$ cat config.mk
export PLATFORM = sky130hd
export DESIGN_NAME = store_handshake_ctrl
export DESIGN_NICKNAME = d
export VERILOG_FILES = /design/src/rtl/hsc_pkg.sv /design/src/rtl/hsc_sync.sv /design/src/rtl/hsc_trigger.sv /design/src/rtl/hsc_pull_seq.sv /design/src/rtl/hsc_mode_dec.sv /design/src/rtl/store_handshake_ctrl.sv
export SDC_FILE = /design/constraint.sdc
export NUM_CORES = 1
export LEC_CHECK = 0
export BUFFER_PORTS_ARGS = -buffer_cell sky130_fd_sc_hd__buf_2
export CAP_MARGIN = 0
export CELL_PAD_IN_SITES_DETAIL_PLACEMENT = 1
export CELL_PAD_IN_SITES_GLOBAL_PLACEMENT = 1
export CORE_MARGIN = 4
export CORE_UTILIZATION = 47
export DETAILED_ROUTE_END_ITERATION = 10
export PLACE_DENSITY = 0.83
export SETUP_SLACK_MARGIN = 0.05
export SLEW_MARGIN = 10
export SYNTH_ARGS = -nofsm -noshare
export SYNTH_HDL_FRONTEND = slang
export SYNTH_SLANG_ARGS = --single-unit
$ cat constraint.sdc
create_clock -name clk -period 4.8 [get_ports clk]
set_clock_uncertainty 0.05 [all_clocks]
set_input_delay 0.24 -clock clk [delete_from_list [all_inputs] [get_ports clk]]
set_output_delay 0.24 -clock clk [all_outputs]
set_load 0.005 [all_outputs]
$ cat src/rtl/hsc_pkg.sv
package hsc_pkg;
  typedef enum logic [1:0] {
    SEQ_IDLE   = 2'd0,
    SEQ_PULL   = 2'd1,
    SEQ_COMMIT = 2'd2,
    SEQ_ABORT  = 2'd3
  } seq_state_t;

  typedef enum logic [1:0] {
    MODE_STANDBY = 2'd0,
    MODE_READ    = 2'd1,
    MODE_WRITE   = 2'd2,
    MODE_STORE   = 2'd3
  } acc_mode_t;
endpackage

$ cat src/rtl/hsc_sync.sv
module hsc_sync #(
  parameter int          WIDTH   = 2,
  parameter int          STAGES  = 2,
  parameter logic [WIDTH-1:0] RST_VAL = '0
) (
  input  logic             clk,
  input  logic             rst_n,
  input  logic [WIDTH-1:0] d_i,
  output logic [WIDTH-1:0] q_o
);
  logic [STAGES-1:0][WIDTH-1:0] stage_q;

  for (genvar s = 0; s < STAGES; s++) begin : g_stage
    logic [WIDTH-1:0] stage_d;
    if (s == 0) begin : g_first
      assign stage_d = d_i;
    end else begin : g_next
      assign stage_d = stage_q[s-1];
    end
    always_ff @(posedge clk or negedge rst_n) begin
      if (!rst_n) stage_q[s] <= RST_VAL;
      else        stage_q[s] <= stage_d;
    end
  end

  assign q_o = stage_q[STAGES-1];
endmodule

$ cat src/rtl/hsc_trigger.sv
module hsc_trigger (
  input  logic clk,
  input  logic rst_n,
  input  logic line_s_i,
  input  logic lowsup_s_i,
  output logic start_o
);
  logic line_prev_q, lowsup_prev_q;
  logic line_fall, lowsup_rise;

  always_ff @(posedge clk or negedge rst_n) begin
    if (!rst_n) begin
      line_prev_q   <= 1'b1;
      lowsup_prev_q <= 1'b0;
    end else begin
      line_prev_q   <= line_s_i;
      lowsup_prev_q <= lowsup_s_i;
    end
  end

  always_comb begin
    line_fall   = line_prev_q & ~line_s_i;
    lowsup_rise = lowsup_s_i & ~lowsup_prev_q;
    start_o     = line_fall | lowsup_rise;
  end
endmodule

$ cat src/rtl/hsc_pull_seq.sv
module hsc_pull_seq
  import hsc_pkg::*;
#(
  parameter int PULL_CYCLES   = 2500,
  parameter int SETTLE_CYCLES = 4
) (
  input  logic clk,
  input  logic rst_n,
  input  logic start_i,
  input  logic line_hi_i,
  input  logic done_i,
  output logic pull_o,
  output logic req_o,
  output logic abort_o,
  output logic busy_o
);
  localparam int CW = $clog2(PULL_CYCLES + 1);
  localparam logic [CW-1:0] LAST_CNT   = CW'(PULL_CYCLES - 1);
  localparam logic [CW-1:0] SETTLE_CNT = CW'(SETTLE_CYCLES);

  seq_state_t state_q, state_d;
  logic [CW-1:0] cnt_q, cnt_d;
  logic cnt_en;
  logic veto;

  always_comb begin
    state_d = state_q;
    cnt_d   = cnt_q;
    cnt_en  = 1'b0;
    veto    = (cnt_q >= SETTLE_CNT) && line_hi_i;
    unique case (state_q)
      SEQ_IDLE: begin
        if (start_i) begin
          state_d = SEQ_PULL;
          cnt_d   = '0;
          cnt_en  = 1'b1;
        end
      end
      SEQ_PULL: begin
        if (veto) begin
          state_d = SEQ_ABORT;
        end else if (cnt_q == LAST_CNT) begin
          state_d = SEQ_COMMIT;
        end else begin
          cnt_d  = cnt_q + 1'b1;
          cnt_en = 1'b1;
        end
      end
      SEQ_COMMIT: begin
        if (done_i) state_d = SEQ_IDLE;
      end
      SEQ_ABORT: begin
        state_d = SEQ_IDLE;
      end
      default: state_d = SEQ_IDLE;
    endcase
  end

  always_ff @(posedge clk or negedge rst_n) begin
    if (!rst_n) state_q <= SEQ_IDLE;
    else        state_q <= state_d;
  end

  always_ff @(posedge clk or negedge rst_n) begin
    if (!rst_n)      cnt_q <= '0;
    else if (cnt_en) cnt_q <= cnt_d;
  end

  assign pull_o  = (state_q == SEQ_PULL);
  assign req_o   = (state_q == SEQ_COMMIT);
  assign abort_o = (state_q == SEQ_ABORT);
  assign busy_o  = pull_o | req_o;

  // an abort is caused by a high line seen during the pull
  assert_abort_cause_R5: assert property (@(posedge clk) disable iff (!rst_n)
    $rose(abort_o) |-> ($past(line_hi_i) && $past(pull_o)));

  // abort is a single-cycle pulse
  assert_abort_pulse_R5: assert property (@(posedge clk) disable iff (!rst_n)
    abort_o |=> !abort_o);

  // commit is requested only straight after a pull window
  assert_commit_after_pull_R4: assert property (@(posedge clk) disable iff (!rst_n)
    $rose(req_o) |-> $past(pull_o));

  // the commit request holds until the engine is done
  assert_commit_hold_R4: assert property (@(posedge clk) disable iff (!rst_n)
    (req_o && !done_i) |=> req_o);
endmodule

$ cat src/rtl/hsc_mode_dec.sv
module hsc_mode_dec
  import hsc_pkg::*;
(
  input  logic       clk,
  input  logic       rst_n,
  input  logic       cs_n_i,
  input  logic       we_n_i,
  input  logic       store_i,
  output logic [1:0] mode_o,
  output logic       bus_oe_o
);
  acc_mode_t mode;

  always_comb begin
    if (store_i)     mode = MODE_STORE;
    else if (cs_n_i) mode = MODE_STANDBY;
    else if (we_n_i) mode = MODE_READ;
    else             mode = MODE_WRITE;
  end

  assign mode_o   = mode;
  assign bus_oe_o = ~store_i & ~cs_n_i & we_n_i;

  // the data bus is only driven for a read
  assert_bus_oe_read_R7: assert property (@(posedge clk) disable iff (!rst_n)
    bus_oe_o |-> (mode_o == 2'd1));
endmodule

$ cat src/rtl/store_handshake_ctrl.sv
module store_handshake_ctrl #(
  parameter int CLK_MHZ       = 125,
  parameter int PULL_US       = 20,
  parameter int SETTLE_CYCLES = 4,
  parameter int SYNC_STAGES   = 2
) (
  input  logic       clk,
  input  logic       rst_n,
  input  logic       line_i,
  input  logic       lowsupply_i,
  input  logic       cs_n_i,
  input  logic       we_n_i,
  input  logic       xfer_done_i,
  output logic       pull_o,
  output logic       commit_req_o,
  output logic       abort_o,
  output logic [1:0] mode_o,
  output logic       bus_oe_o
);
  localparam int PULL_CYCLES = CLK_MHZ * PULL_US;

  logic [1:0] raw_in, sync_out;
  logic line_s, lowsup_s;
  logic start, busy;

  assign raw_in   = {lowsupply_i, line_i};
  assign line_s   = sync_out[0];
  assign lowsup_s = sync_out[1];

  hsc_sync #(
    .WIDTH   (2),
    .STAGES  (SYNC_STAGES),
    .RST_VAL (2'b01)
  ) u_sync (
    .clk   (clk),
    .rst_n (rst_n),
    .d_i   (raw_in),
    .q_o   (sync_out)
  );

  hsc_trigger u_trig (
    .clk        (clk),
    .rst_n      (rst_n),
    .line_s_i   (line_s),
    .lowsup_s_i (lowsup_s),
    .start_o    (start)
  );

  hsc_pull_seq #(
    .PULL_CYCLES   (PULL_CYCLES),
    .SETTLE_CYCLES (SETTLE_CYCLES)
  ) u_seq (
    .clk       (clk),
    .rst_n     (rst_n),
    .start_i   (start),
    .line_hi_i (line_s),
    .done_i    (xfer_done_i),
    .pull_o    (pull_o),
    .req_o     (commit_req_o),
    .abort_o   (abort_o),
    .busy_o    (busy)
  );

  hsc_mode_dec u_mode (
    .clk      (clk),
    .rst_n    (rst_n),
    .cs_n_i   (cs_n_i),
    .we_n_i   (we_n_i),
    .store_i  (busy | ~line_s),
    .mode_o   (mode_o),
    .bus_oe_o (bus_oe_o)
  );

  // store mode while the line is pulled
  assert_store_mode_pull_R8: assert property (@(posedge clk) disable iff (!rst_n)
    pull_o |-> (mode_o == 2'd3 && !bus_oe_o));

  // pulling and committing never overlap
  assert_no_pull_and_commit_R4: assert property (@(posedge clk) disable iff (!rst_n)
    !(pull_o && commit_req_o));

  // a new pull never starts straight out of a commit
  assert_no_restart_R6: assert property (@(posedge clk) disable iff (!rst_n)
    commit_req_o |=> !pull_o);
endmodule

==> reports/metrics.csv <==
stage;metric;value;unit
clock_network;h-tree-depth;1;
clock_network;cts.path.max_buffers;2;
clock_network;cts_hold_repair.buffers;3;
clock_network;clock_sinks;20;
clock_network;clkLatencyLatePin;0.29;ns
logic_synthesis;synth-edff-count;0;
clock_network;clock-root-buffer;sky130_fd_sc_hd__clkbuf_4;
sta;rsz0062_at_grt;no;
cells_and_area;drive_above_1_share;0.2030;
cells_and_area;finalInstanceArea;1294;um2
detailed_routing;route.antenna.remaining_nets;0;
status;run_status;finished, final reports clean;
pwr;power.leakage;0.0005478;uW
worst_setup_path;timing.critical_path.to_type;flip-flop;
cells_and_area;area_growth;11.18;%
logic_synthesis;yosysTopAreaCell;sky130_fd_sc_hd__dfrtp_1;
placed_design;routabilityCongestion;0.8440;
floorplan;die_width;57.76;um
flow_run;timing.max_cap.violations;0;
pwr;power.density_cell_area;455.4;nW/um2
grt;gr-max-usage-layer;met2;
worst_setup_path;crit_path_max_fo;17;
grt;antenna_found_initial;0;
cells_and_area;nets;147;
cells_and_area;layout.cells.most_common_list;sky130_fd_sc_hd__dfrtp_1 (17), sky130_fd_sc_hd__buf_2 (12), sky130_fd_sc_hd__o21ai_0 (10), sky130_fd_sc_hd__nand2_1 (10);
worst_setup_path;critPathRequiredTime;4.97;ns
logic_synthesis;yosys_most_used_dff;sky130_fd_sc_hd__dfrtp_1;
detailed_routing;drt-wirelength-per-cell;16.83;um
floorplan;ioPinCount;13;
sta;setup_violations;0;
worst_setup_path;critPathKind;reg2reg;
detailed_routing;drt_first_pass_iters;3;
detailed_routing;drcViolationCount;0;
sta;slew_headroom;0.6799;
clock_network;path_clk_slew;0.12;ns
detailed_routing;drtIter0Drc;31;
logic_synthesis;mapped_nets;131;
grt;grt_usage;0.1827;
detailed_routing;finalWirelength;2710;um
logic_synthesis;yosys.cell_types.count;37;
floorplan;placeableCoreArea;2276;um2
sta;final.period_utilization;0.4815;
logic_synthesis;synthArstFlopShare;1.000;
clock_network;cts_post_setup_buffers_inserted;0;
worst_setup_path;timing.critical_path.from_type;flip-flop;
grt;number_of_global_route_vias_before_repair;1019;
floorplan;floorplan.die_area;3336;um2
logic_synthesis;synthesized_area_per_cell;9.861;um2
grt;met1_usage;0.2396;
logic_synthesis;yosys.area.top_type_share;0.3656;
detailed_routing;vias;945;
placed_design;placed_inst_area;1227;um2
cells_and_area;mostFrequentLayoutCell;sky130_fd_sc_hd__dfrtp_1;
detailed_routing;routed_via_density;5.870;
sta;final-max-slew-violation-count;0;
worst_setup_path;regToRegSetupSlack;2.49;ns
floorplan;fp-row-count;17;
grt;met2_capacity_usage_during_global_routing;0.3161;
sta;hold_violations;0;
sta;max_clock_freq;432.7;MHz
grt;gr-total-overflow;0;
clock_network;tritoncts_clock_tree;built;
sta;tightest_slew;0.4764;ns
pwr;vdd_drop_max;0.2894;mV
logic_synthesis;yosys_warnings;0;
placed_design;place.port_buffers;12;
placed_design;post-dp-hpwl;2130;um
cells_and_area;num_antenna_cells;0;
logic_synthesis;mappedNetlistArea;1164;um2
grt;grt_max_degree;21;
floorplan;die_h;57.76;um
logic_synthesis;top_cells_by_area_in_the_synthesized_netlist;sky130_fd_sc_hd__dfrtp_1 (37%), sky130_fd_sc_hd__dfstp_2 (6.8%), sky130_fd_sc_hd__ha_1 (6.5%);
clock_network;tritoncts.num_buffers;3;
worst_setup_path;worst-endpoint-arrival;2.48;ns
logic_synthesis;synth-seq-cells;20;
clock_network;ctsResizeCount;0;
grt;globalRouteMet3Util;0.02004;
logic_synthesis;synth.yosys.seq_area_share;0.4333;
grt;grt_first_pass_wirelength;4809;um
sta;totalNegativeSetupSlack;0;ns
logic_synthesis;syn-instance-count;118;
sta;layout_min_cycle_time;2.311;ns
sta;hold_slack;0.3163;ns
cells_and_area;nFillCells;266;
floorplan;initial_utilization;0.5113;
hold_path;type_of_the_most_critical_hold_path;reg2reg;
-- power by group --
part	leakage [uW]	switching, uW	internal, uW
combinational	0.000270	178	102
sequential	0.000257	21.1	190
clock	0.0000210	52.6	46.2
-- path summary, 6_finish.rpt --
check / start / end / cells past startpoint
max: u_seq.state_q[1] / u_seq.cnt_q[7] / 7
min: u_sync.g_stage[1].stage_d[0] / u_sync.q_o[0] / 0
max reg2reg: u_seq.state_q[1] / u_seq.cnt_q[7] / 7
min reg2reg: u_sync.g_stage[1].stage_d[0] / u_sync.q_o[0] / 0
max in group asynchronous: rst_n / u_sync.q_o[0] / 2
min in group asynchronous: rst_n / u_seq.state_q[0] / 2
-- stage by stage --
stage / std cells / worst slack, ns / utilization / power (uW)
after detailed placement: 154 / 2.526 / 0.5393 / 491.2
after global routing: 161 / 2.309 / 0.5684 / 635.4
final: 161 / 2.489 / 0.5684 / 589.1
after CTS: 161 / 2.496 / 0.5684 / 592.4
after floorplan: 118 / 2.822 / - / 430.0
after global placement: 154 / 2.681 / 0.5393 / 477.0
-- cell usage after synthesis, types with 2 or more instances --
cell,number
sky130_fd_sc_hd__dfstp_2,3
sky130_fd_sc_hd__and2_1,2
sky130_fd_sc_hd__nor2_1,6
sky130_fd_sc_hd__o21ai_0,10
sky130_fd_sc_hd__nor3_1,3
sky130_fd_sc_hd__nand2_1,10
sky130_fd_sc_hd__nand2b_1,2
sky130_fd_sc_hd__buf_6,2
sky130_fd_sc_hd__o31ai_1,4
sky130_fd_sc_hd__a21oi_1,7
sky130_fd_sc_hd__ha_1,6
sky130_fd_sc_hd__inv_1,7
sky130_fd_sc_hd__nor4_1,3
sky130_fd_sc_hd__and3_1,2
sky130_fd_sc_hd__or4_1,3
sky130_fd_sc_hd__nand3_1,3
sky130_fd_sc_hd__or3_1,5
sky130_fd_sc_hd__nor2b_1,2
sky130_fd_sc_hd__dfrtp_1,17
sky130_fd_sc_hd__nand4_1,4
-- logic make-up (layout without fill, tap and decap cells) --
logic type | Yosys count | in the layout | share of synthesized area
and+or+nand+nor | 49 | 49 | 0.2537
AOI/OAI and AO/OA | 31 | 31 | 0.1903
DFF | 20 | 20 | 0.4333
buffers and inverters | 11 | 26 | 0.04946
adders and majority gates | 6 | 6 | 0.06451
muxes | 1 | 1 | 0.008602
-- cell type report --
type	instances	area, um2	area share
Timing Repair Buffer	15	90.09	0.06963
Tap cell	28	35.03	0.02708
Clock buffer	4	36.28	0.02805
Multi-Input combinational cell	87	601.8	0.4652
Sequential cell	20	504.2	0.3897
Inverter	7	26.28	0.02031
-- critical path: stages, from the launching register on --
cell	delay, ns
sky130_fd_sc_hd__dfrtp_1	0.43
sky130_fd_sc_hd__inv_1	0.09
sky130_fd_sc_hd__ha_1	0.30
sky130_fd_sc_hd__inv_1	0.14
sky130_fd_sc_hd__a41oi_2	0.35
sky130_fd_sc_hd__a21oi_4	0.18
sky130_fd_sc_hd__or4_1	0.52
sky130_fd_sc_hd__a21oi_1	0.17
-- flip-flops by register name, summed over array words and instances, names as in the netlist --
| signal | count |
|---|---|
| u_seq.state_q | 2 |
| u_sync.q_o | 2 |
| u_sync.g_stage.stage_d | 2 |
| u_trig.line_prev_q | 1 |
| u_seq.cnt_q | 12 |
| u_trig.lowsup_prev_q | 1 |
-- per-layer routing --
metal / share of wire / up-vias
met5: 0 / -
met4: 0.014 / 0
met3: 0.015 / 4
met2: 0.52 / 6
met1: 0.45 / 472
li1: - / 463
Power figures use the tool's default switching activity.
